==> src/rtl/dma_tc_pkg.sv <==
package dma_tc_pkg;
    localparam int TC_FULL_W = 24;
    localparam int TC_BLK_W  = 16;
    localparam int TC_REG_W  = 16;
    localparam int TC_BYTE_W = 8;

    typedef struct packed {
        logic dual;
        logic dir;
    } tc_mode_t;

    typedef struct packed {
        logic irq;
        logic eot;
    } tc_evt_t;
endpackage

==> src/rtl/dma_tc_mode.sv <==
module dma_tc_mode
    import dma_tc_pkg::*;
(
    input  logic     clk,
    input  logic     rst_n,
    input  logic     wr_en,
    input  logic     dual_in,
    input  logic     dir_in,
    output tc_mode_t mode_q,
    output logic     dir_out
);
    tc_mode_t mode_d;

    always_comb begin
        mode_d = mode_q;
        if (wr_en) begin
            mode_d.dual = dual_in;
            mode_d.dir  = dir_in;
        end
    end

    always_ff @(posedge clk) begin
        if (!rst_n) mode_q <= '0;
        else        mode_q <= mode_d;
    end

    // direction only matters for the single-address path
    assign dir_out = mode_q.dir & ~mode_q.dual;
endmodule

==> src/rtl/dma_tc_count.sv <==
module dma_tc_count #(
    parameter int FULL_W = dma_tc_pkg::TC_FULL_W,
    parameter int BLK_W  = dma_tc_pkg::TC_BLK_W,
    parameter int BYTE_W = dma_tc_pkg::TC_BYTE_W,
    parameter int LO_W   = dma_tc_pkg::TC_REG_W
) (
    input  logic              clk,
    input  logic              rst_n,
    input  logic              en,
    input  logic              blk,
    input  logic              step,
    input  logic              hi_we,
    input  logic [BYTE_W-1:0] hi_wdata,
    input  logic              lo_we,
    input  logic [LO_W-1:0]   lo_wdata,
    output logic [FULL_W-1:0] cnt_q,
    output logic              hit
);
    localparam int HI_BLK_LSB  = BLK_W - BYTE_W;
    localparam int HI_FULL_LSB = FULL_W - BYTE_W;
    localparam int LO_BLK_W    = BLK_W - BYTE_W;

    logic [FULL_W-1:0] cnt_d;
    logic [FULL_W-1:0] dec;
    logic [FULL_W-1:0] blk_mask;

    // mask that keeps only the block-mode width
    genvar gi;
    generate
        for (gi = 0; gi < FULL_W; gi++) begin : g_mask
            if (gi < BLK_W) begin : g_keep
                assign blk_mask[gi] = 1'b1;
            end else begin : g_drop
                assign blk_mask[gi] = 1'b0;
            end
        end
    endgenerate

    always_comb begin
        cnt_d = cnt_q;
        hit   = 1'b0;
        dec   = cnt_q - 1'b1;
        if (blk) dec = dec & blk_mask;
        if (!en) begin
            if (hi_we) begin
                if (blk) cnt_d[HI_BLK_LSB +: BYTE_W]  = hi_wdata;
                else     cnt_d[HI_FULL_LSB +: BYTE_W] = hi_wdata;
            end
            if (lo_we) begin
                if (blk) cnt_d[0 +: LO_BLK_W] = lo_wdata[LO_BLK_W-1:0];
                else     cnt_d[0 +: LO_W]     = lo_wdata;
            end
        end else if (step) begin
            cnt_d = dec;
            hit   = (dec == '0);
        end
        if (blk) cnt_d = cnt_d & blk_mask;
    end

    always_ff @(posedge clk) begin
        if (!rst_n) cnt_q <= '0;
        else        cnt_q <= cnt_d;
    end
endmodule

==> src/rtl/dma_tc_event.sv <==
module dma_tc_event
    import dma_tc_pkg::*;
(
    input  logic    clk,
    input  logic    rst_n,
    input  logic    hit,
    input  logic    dual,
    input  logic    clr,
    output tc_evt_t evt_q
);
    tc_evt_t evt_d;

    always_comb begin
        evt_d.irq = hit | (evt_q.irq & ~clr);
        evt_d.eot = hit & ~dual;
    end

    always_ff @(posedge clk) begin
        if (!rst_n) evt_q <= '0;
        else        evt_q <= evt_d;
    end
endmodule

==> src/rtl/dma_tc_channel.sv <==
module dma_tc_channel
    import dma_tc_pkg::*;
#(
    parameter int FULL_W = TC_FULL_W,
    parameter int BLK_W  = TC_BLK_W,
    parameter int REG_W  = TC_REG_W,
    parameter int BYTE_W = TC_BYTE_W
) (
    input  logic             clk,
    input  logic             rst_n,
    input  logic             ch_en,
    input  logic             blk_mode,
    input  logic             xfer_done,
    input  logic             ctl_we,
    input  logic [REG_W-1:0] ctl_wdata,
    output logic [REG_W-1:0] ctl_rdata,
    input  logic             lo_we,
    input  logic [REG_W-1:0] lo_wdata,
    output logic [REG_W-1:0] lo_rdata,
    input  logic             irq_clr,
    output logic             irq_flag,
    output logic             eot,
    output logic             dir_out
);
    localparam int RSV_W       = REG_W - 2 - BYTE_W;
    localparam int HI_BLK_LSB  = BLK_W - BYTE_W;
    localparam int HI_FULL_LSB = FULL_W - BYTE_W;
    localparam int LO_BLK_W    = BLK_W - BYTE_W;

    tc_mode_t          mode_q;
    tc_evt_t           evt_q;
    logic [FULL_W-1:0] cnt_q;
    logic              hit;
    logic [BYTE_W-1:0] hi_rd;

    dma_tc_mode u_mode (
        .clk     (clk),
        .rst_n   (rst_n),
        .wr_en   (ctl_we),
        .dual_in (ctl_wdata[REG_W-1]),
        .dir_in  (ctl_wdata[REG_W-2]),
        .mode_q  (mode_q),
        .dir_out (dir_out)
    );

    dma_tc_count #(
        .FULL_W (FULL_W),
        .BLK_W  (BLK_W),
        .BYTE_W (BYTE_W),
        .LO_W   (REG_W)
    ) u_count (
        .clk      (clk),
        .rst_n    (rst_n),
        .en       (ch_en),
        .blk      (blk_mode),
        .step     (xfer_done),
        .hi_we    (ctl_we),
        .hi_wdata (ctl_wdata[BYTE_W-1:0]),
        .lo_we    (lo_we),
        .lo_wdata (lo_wdata),
        .cnt_q    (cnt_q),
        .hit      (hit)
    );

    dma_tc_event u_event (
        .clk   (clk),
        .rst_n (rst_n),
        .hit   (hit),
        .dual  (mode_q.dual),
        .clr   (irq_clr),
        .evt_q (evt_q)
    );

    always_comb begin
        hi_rd = blk_mode ? cnt_q[HI_BLK_LSB +: BYTE_W] : cnt_q[HI_FULL_LSB +: BYTE_W];
        ctl_rdata = {mode_q.dual, mode_q.dir, {RSV_W{1'b0}}, hi_rd};
        if (blk_mode) lo_rdata = {{(REG_W-LO_BLK_W){1'b0}}, cnt_q[LO_BLK_W-1:0]};
        else          lo_rdata = cnt_q[REG_W-1:0];
    end

    assign irq_flag = evt_q.irq;
    assign eot      = evt_q.eot;
endmodule

==> config.mk <==
export PLATFORM = sky130hd
export DESIGN_NAME = dma_tc_channel
export DESIGN_NICKNAME = d
export VERILOG_FILES = /design/src/rtl/dma_tc_pkg.sv /design/src/rtl/dma_tc_mode.sv /design/src/rtl/dma_tc_count.sv /design/src/rtl/dma_tc_event.sv /design/src/rtl/dma_tc_channel.sv
export SDC_FILE = /design/constraint.sdc
export NUM_CORES = 1
export LEC_CHECK = 0
export BUFFER_PORTS_ARGS = -buffer_cell sky130_fd_sc_hd__clkbuf_2
export CAP_MARGIN = 20
export CORE_MARGIN = 2
export CORE_UTILIZATION = 45
export DETAILED_ROUTE_END_ITERATION = 16
export PLACE_DENSITY = 0.77
export SKIP_CTS_REPAIR_TIMING = 1
export SLEW_MARGIN = 15
export SYNTH_ARGS = -nofsm -noshare
export SYNTH_HDL_FRONTEND = slang
export SYNTH_SLANG_ARGS = --single-unit
export TNS_END_PERCENT = 1
==> constraint.sdc <==
create_clock -name clk -period 4.1 [get_ports clk]
set_input_delay 0.41 -clock clk [delete_from_list [all_inputs] [get_ports clk]]
set_output_delay 0.41 -clock clk [all_outputs]
set_load 0.005 [all_outputs]
Word-level counts from Yosys, hierarchy flattened
Index checks and enable logic that the tools add are counted.

word-level totals
  input port bits = 40
  flip-flop bits (word level) = 28
  output and inout port bits = 35

cells by class
  mux-type cells = 12
  bitwise logic cells = 7
  add/sub/neg operators = 1
  equal/unequal tests = 2
  reduce and logical (&&, ||, !) cells = 4

operators by type and width
  cell                   count
  $mux 24                3
  $mux 16                3
  $mux 8                 4
  $logic_not 24->1       1
  $sub 24x1->24 const B  1
  $and 1x1->1            3
  $not 1->1              3
  $reduce_and 3->1       1
  $mux 1                 2
  $ne 2x1->1 const B     1
  $ne 2x2->1 const B     1
  $reduce_bool 2->1      1
  $reduce_or 2->1        1
  $or 1x1->1             1

Longest topological paths before layout
  depth in word-level cells = 6
  depth in mapped cells = 10
  gate-level depth less buffers = 8

Cells and area by module
A second synthesis with hierarchy kept.

second synthesis, totals
  cells, all modules = 294
  area, all modules = 2197.1 µm²

modules (own cells, without submodules)
  module          cells an instance  area an instance (µm²)  sequential area each (µm²)  instances
  dma_tc_count    257                1805.5                  480.5                       1
  dma_tc_channel  25                 242.7                   0.0                         1
  dma_tc_mode     7                  78.8                    40.0                        1
  dma_tc_event    5                  70.1                    40.0                        1

Worst setup path before layout
No wires, ideal clock.

  path type = reg2reg
  start point = register u_count.cnt_q[0]
  end point = register u_event.evt_q[0] (netlist name)
  clock period less this slack = 2.246 ns
  library setup time = 0.079 ns
  buffers on the path = 1
  slack = 1.854 ns
  arrival = 2.167 ns
  required time = 4.021 ns
  stages on the path, launching flop included = 10
  path through = dfxtp_1 > inv_1 > ha_1 > clkbuf_1 > nor4b_1 > nand4_1 > o21a_1 > nor4_1 > nand4_1 > a211oi_2

on the way
  cells in the longest elaborated chain, start to end = 6

ends and longest elaborated chain
  what                      line                text
  start: declaration        dma_tc_count.sv:16  output logic [FULL_W-1:0] cnt_q,
  start signal: assignment  dma_tc_count.sv:62  else cnt_q <= cnt_d;
  $sub 24x1->24             dma_tc_count.sv:42  dec = cnt_q - 1'b1;
  $mux 24                   dma_tc_count.sv:43  if (blk) dec = dec & blk_mask;
  $logic_not 24->1          dma_tc_count.sv:55  hit = (dec == '0);
  $mux 1                    dma_tc_count.sv:53  end else if (step) begin
  $mux 1                    dma_tc_count.sv:44  if (!en) begin
  $and 1x1->1               dma_tc_event.sv:15  evt_d.eot = hit & ~dual;

No other way between the ends.
A chain may end at the register's enable or synchronous reset.

Worst setup path after layout
  start point = register u_count.cnt_q[0]
  end point = register u_event.evt_q[0] (netlist name)

on the way
  cells in the longest elaborated chain, start to end = 6

ends and longest elaborated chain
  what              line
  $sub 24x1->24     dma_tc_count.sv:42
  $mux 24           dma_tc_count.sv:43
  $logic_not 24->1  dma_tc_count.sv:55
  $mux 1            dma_tc_count.sv:53
  $mux 1            dma_tc_count.sv:44
  $and 1x1->1       dma_tc_event.sv:15

No other way between the ends.

==> results.toml <==
[run_status]
status = "complete, no violations"

[clock_network]
cts_made_buffers = 3
clkLatencyLatePin_ns = 0.28
cts_sinks = 28
clockBufferDepth = 2
clkTransAtPathRegs_ns = 0.11
cts_tree = "yes"
cts_max_level = 1
cts-root-buf = "clkbuf_8"

[drt]
dr_total_vias = 2521
detail-route-antenna-nets = 0
first_iter_violations = 175
drcViolationCount = 0
drtPass1Iterations = 4
wirelength_um = 6710
via_per_inst = 5.88
drt-wirelength-per-cell_um = 15.6

[final_layout]
syn2layout_area_growth_pct = 11.1
final_cells = 429
final_nets = 402
fin_util_pct = 51.8
n_antenna_cell = 0
final_area_um2 = 2650
drive_gt1_share_pct = 24.2

[critical_path]
cp.arrival_ns = 2.88
crit_top_cell = "nand4_1"
startpoint_type = "flop"
cp.required_ns = 4.31
worst_path_max_delay_cell = "nor4b_1"
crit_path_start = "u_count.cnt_q[0]"
r2r_end = "u_event.evt_q[0]"
crit_type = "flop to flop"
crit_buf_inv = 1
worst-path-stages = 8
crit_family = "simple AND/OR/NAND/NOR gates"
r2r_cells = 8
r2r_slack_ns = 1.43
worstPathCellList = "inv_1 > ha_1 > nor4b_1 > nand4_1 > o21a_1 > nor4_1 > nand4_1 > a211oi_2"
cpPeakStageDelay_ns = 0.43
endpoint = "u_event.evt_q[0]"
worstPathMaxFanout = 9
cp-end-kind = "flop"
r2r_start = "u_count.cnt_q[0]"

[timing]
setup_ws_ns = 1.43
period_share_pct = 65.0
slew_headroom_pct = 46.5
fmax_mhz = 375
setup_viol = 0
rsz0062_at_grt = "false"
finalHoldViolations = 0
period_minus_slack_ns = 2.67
setup_tns_ns = 0
skew_ns = 0.00268
drv_slew = 0
tightest_slew_ns = 0.800

[placed_design]
place.gp.congestion = 0.932
placed_area_um2 = 2570
post-place-ws_ns = 1.49
dp_cells = 425
hpwl_um = 4870
port-buffer-count = 62

[power]
irDropWorstVdd_mv = 0.131
combPwrFrac_pct = 32.9
p_seq_share_pct = 39.7
clkPwrFrac_pct = 27.4
powerDensity_nw_per_um2 = 313
power.switching_mw = 0.296
p_int_mw = 0.533
sw_frac_of_total_pct = 35.7
leakage_nw = 1.09

[die]
start_util_pct = 46.6
die_h_um = 76.7
die_area_um2 = 5890
coreArea_um2 = 5110
ioPinCount = 75
rows = 26
die_w_um = 76.7

[yosys]
synth_cell_types = 58
ys.warnings.count = 0
ys.flop_type = "dfxtp_1"
synth_edf_count = 0
synth_cells = 328
seq_area_frac_synth_pct = 23.5
avgSynthCellArea_um2 = 7.26
synth_area_um2 = 2380
synthArstFlopShare_pct = 0
synth.ff_latch_count = 28

[global_route]
grt_first_pass_wirelength_um = 11000
grt_usage_pct = 22.2
grt_start_max_net_pins = 28
overflow = 0
antenna_found_initial = 0
grt_pass1_vias = 2287

[hold_path]
hp-class = "input pin to flop"

[flow_run]
cap_violations = 0
worst min-delay path, delay by kind of cell:
| kind | cells | cell delay [ns] |
|---|---|---|
| simple gates | 1 | 0.08 |
| buf+inv | 1 | 0.07 |
| compound gates | 1 | 0.05 |
worst min-delay path by stage:
| stage | start | endpoint | slack (ns) | cells past startpoint |
|---|---|---|---|---|
| 3_5_place_dp | u_mode.mode_q[1] | u_event.evt_q[0] | 0.47 | 1 |
| 2_1_floorplan | u_mode.mode_q[1] | u_event.evt_q[0] | 0.44 | 1 |
| 4_1_cts | lo_wdata[7] | u_count.cnt_q[7] | 0.36 | 3 |
| 3_3_place_gp | u_mode.mode_q[1] | u_event.evt_q[0] | 0.47 | 1 |
| 5_1_grt | lo_wdata[7] | u_count.cnt_q[7] | 0.38 | 3 |
| 6_report | lo_wdata[7] | u_count.cnt_q[7] | 0.36 | 3 |
state kept, by name, summed over array words and instances (netlist names):
| register | cells |
|---|---|
| u_count.cnt_q | 24 |
| u_event.evt_q | 2 |
| u_mode.mode_q | 2 |
final cells by class:
cell class | count | area [µm²]
Sequential cell | 28 | 561
Tap cell | 70 | 87.6
Timing Repair Buffer | 62 | 310
Inverter | 7 | 26.3
Multi-Input combinational cell | 258 | 1590
Clock inverter | 1 | 30.0
Clock buffer | 3 | 41.3
Fill cell | 502 | 2460
placed cells by master, fill, tap and decap left out, types with 3 or more instances in the layout:
cell type,n
clkbuf_2,62
nor2_1,51
dfxtp_1,28
nand2_1,24
nor3_1,15
a21oi_1,15
o21ai_0,13
nor2b_1,12
nor4_1,10
o22ai_1,9
xor2_1,8
a211oi_1,8
inv_1,7
mux2_2,6
xnor2_1,6
conb_1,6
a22oi_1,5
nor3b_1,5
nand4_1,4
a311oi_1,4
nand4b_1,4
nand2b_1,3
a32o_1,3
or4_1,3
nand3_1,3
clkbuf_8,3
through the flow:
step	total power, mW	hold slack (ns)
floorplan	0.538	0.442
global placement	0.593	0.466
detailed placement	0.600	0.468
CTS	0.824	0.357
global route	0.875	0.384
finish	0.828	0.356
per-layer routing:
metal,track usage [%],wire length [µm],part of all wire [%]
met1,29.6,2890,43
met2,37.2,3260,49
met3,3.06,516,7.7
met4,6.73,42,0.63
met5,0,0,0
cells by family (layout without fill, tap and decap cells):
logic type / after synthesis / in the layout / synth area share (%)
multiplexers: 8 / 8 / 3.68
other: 1 / 6 / 0.157
AND/OR/NAND/NOR: 152 / 152 / 33.8
flip-flops: 28 / 28 / 23.5
buffers and inverters: 47 / 73 / 10.5
adder cells (fa/ha/maj): 2 / 2 / 1.05
XOR/XNOR: 14 / 14 / 5.15
AO/OA/AOI/OAI: 76 / 76 / 22.2
cells in the mapped netlist, types with 3 or more instances:
cell       n  area share (%)
a32o_1     3             1.3
nand2_1   24             3.8
or4_1      3            0.95
nand4b_1   4             1.5
a311oi_1   4             1.5
nand3_1    3            0.63
a21oi_1   15             3.2
a211oi_1   8             2.5
buf_4     15             4.7
nand4_1    4             1.1
nor2_1    51             8.0
mux2_2     6             2.8
o21ai_0   13             2.7
inv_1      7             1.1
nor4_1    10             2.6
o22ai_1    9             2.4
nand2b_1   3            0.79
a22oi_1    5             1.6
nor3_1    15             3.2
nor2b_1   12             3.2
xnor2_1    6             2.2
xor2_1     8             2.9
dfxtp_1   28              24
nor3b_1    5             1.6
clkbuf_1  20             3.2
power by group through the flow:
| stage | clock network (mW) | registers (mW) | logic, mW |
|---|---|---|---|
| 3_3_place_gp | 0 | 0.333 | 0.260 |
| 4_1_cts | 0.227 | 0.327 | 0.270 |
| 3_5_place_dp | 0 | 0.334 | 0.266 |
| 5_1_grt | 0.239 | 0.334 | 0.303 |
| 2_1_floorplan | 0 | 0.311 | 0.227 |
| 6_report | 0.227 | 0.329 | 0.273 |
Note: power is estimated with default switching activity, not from simulation.
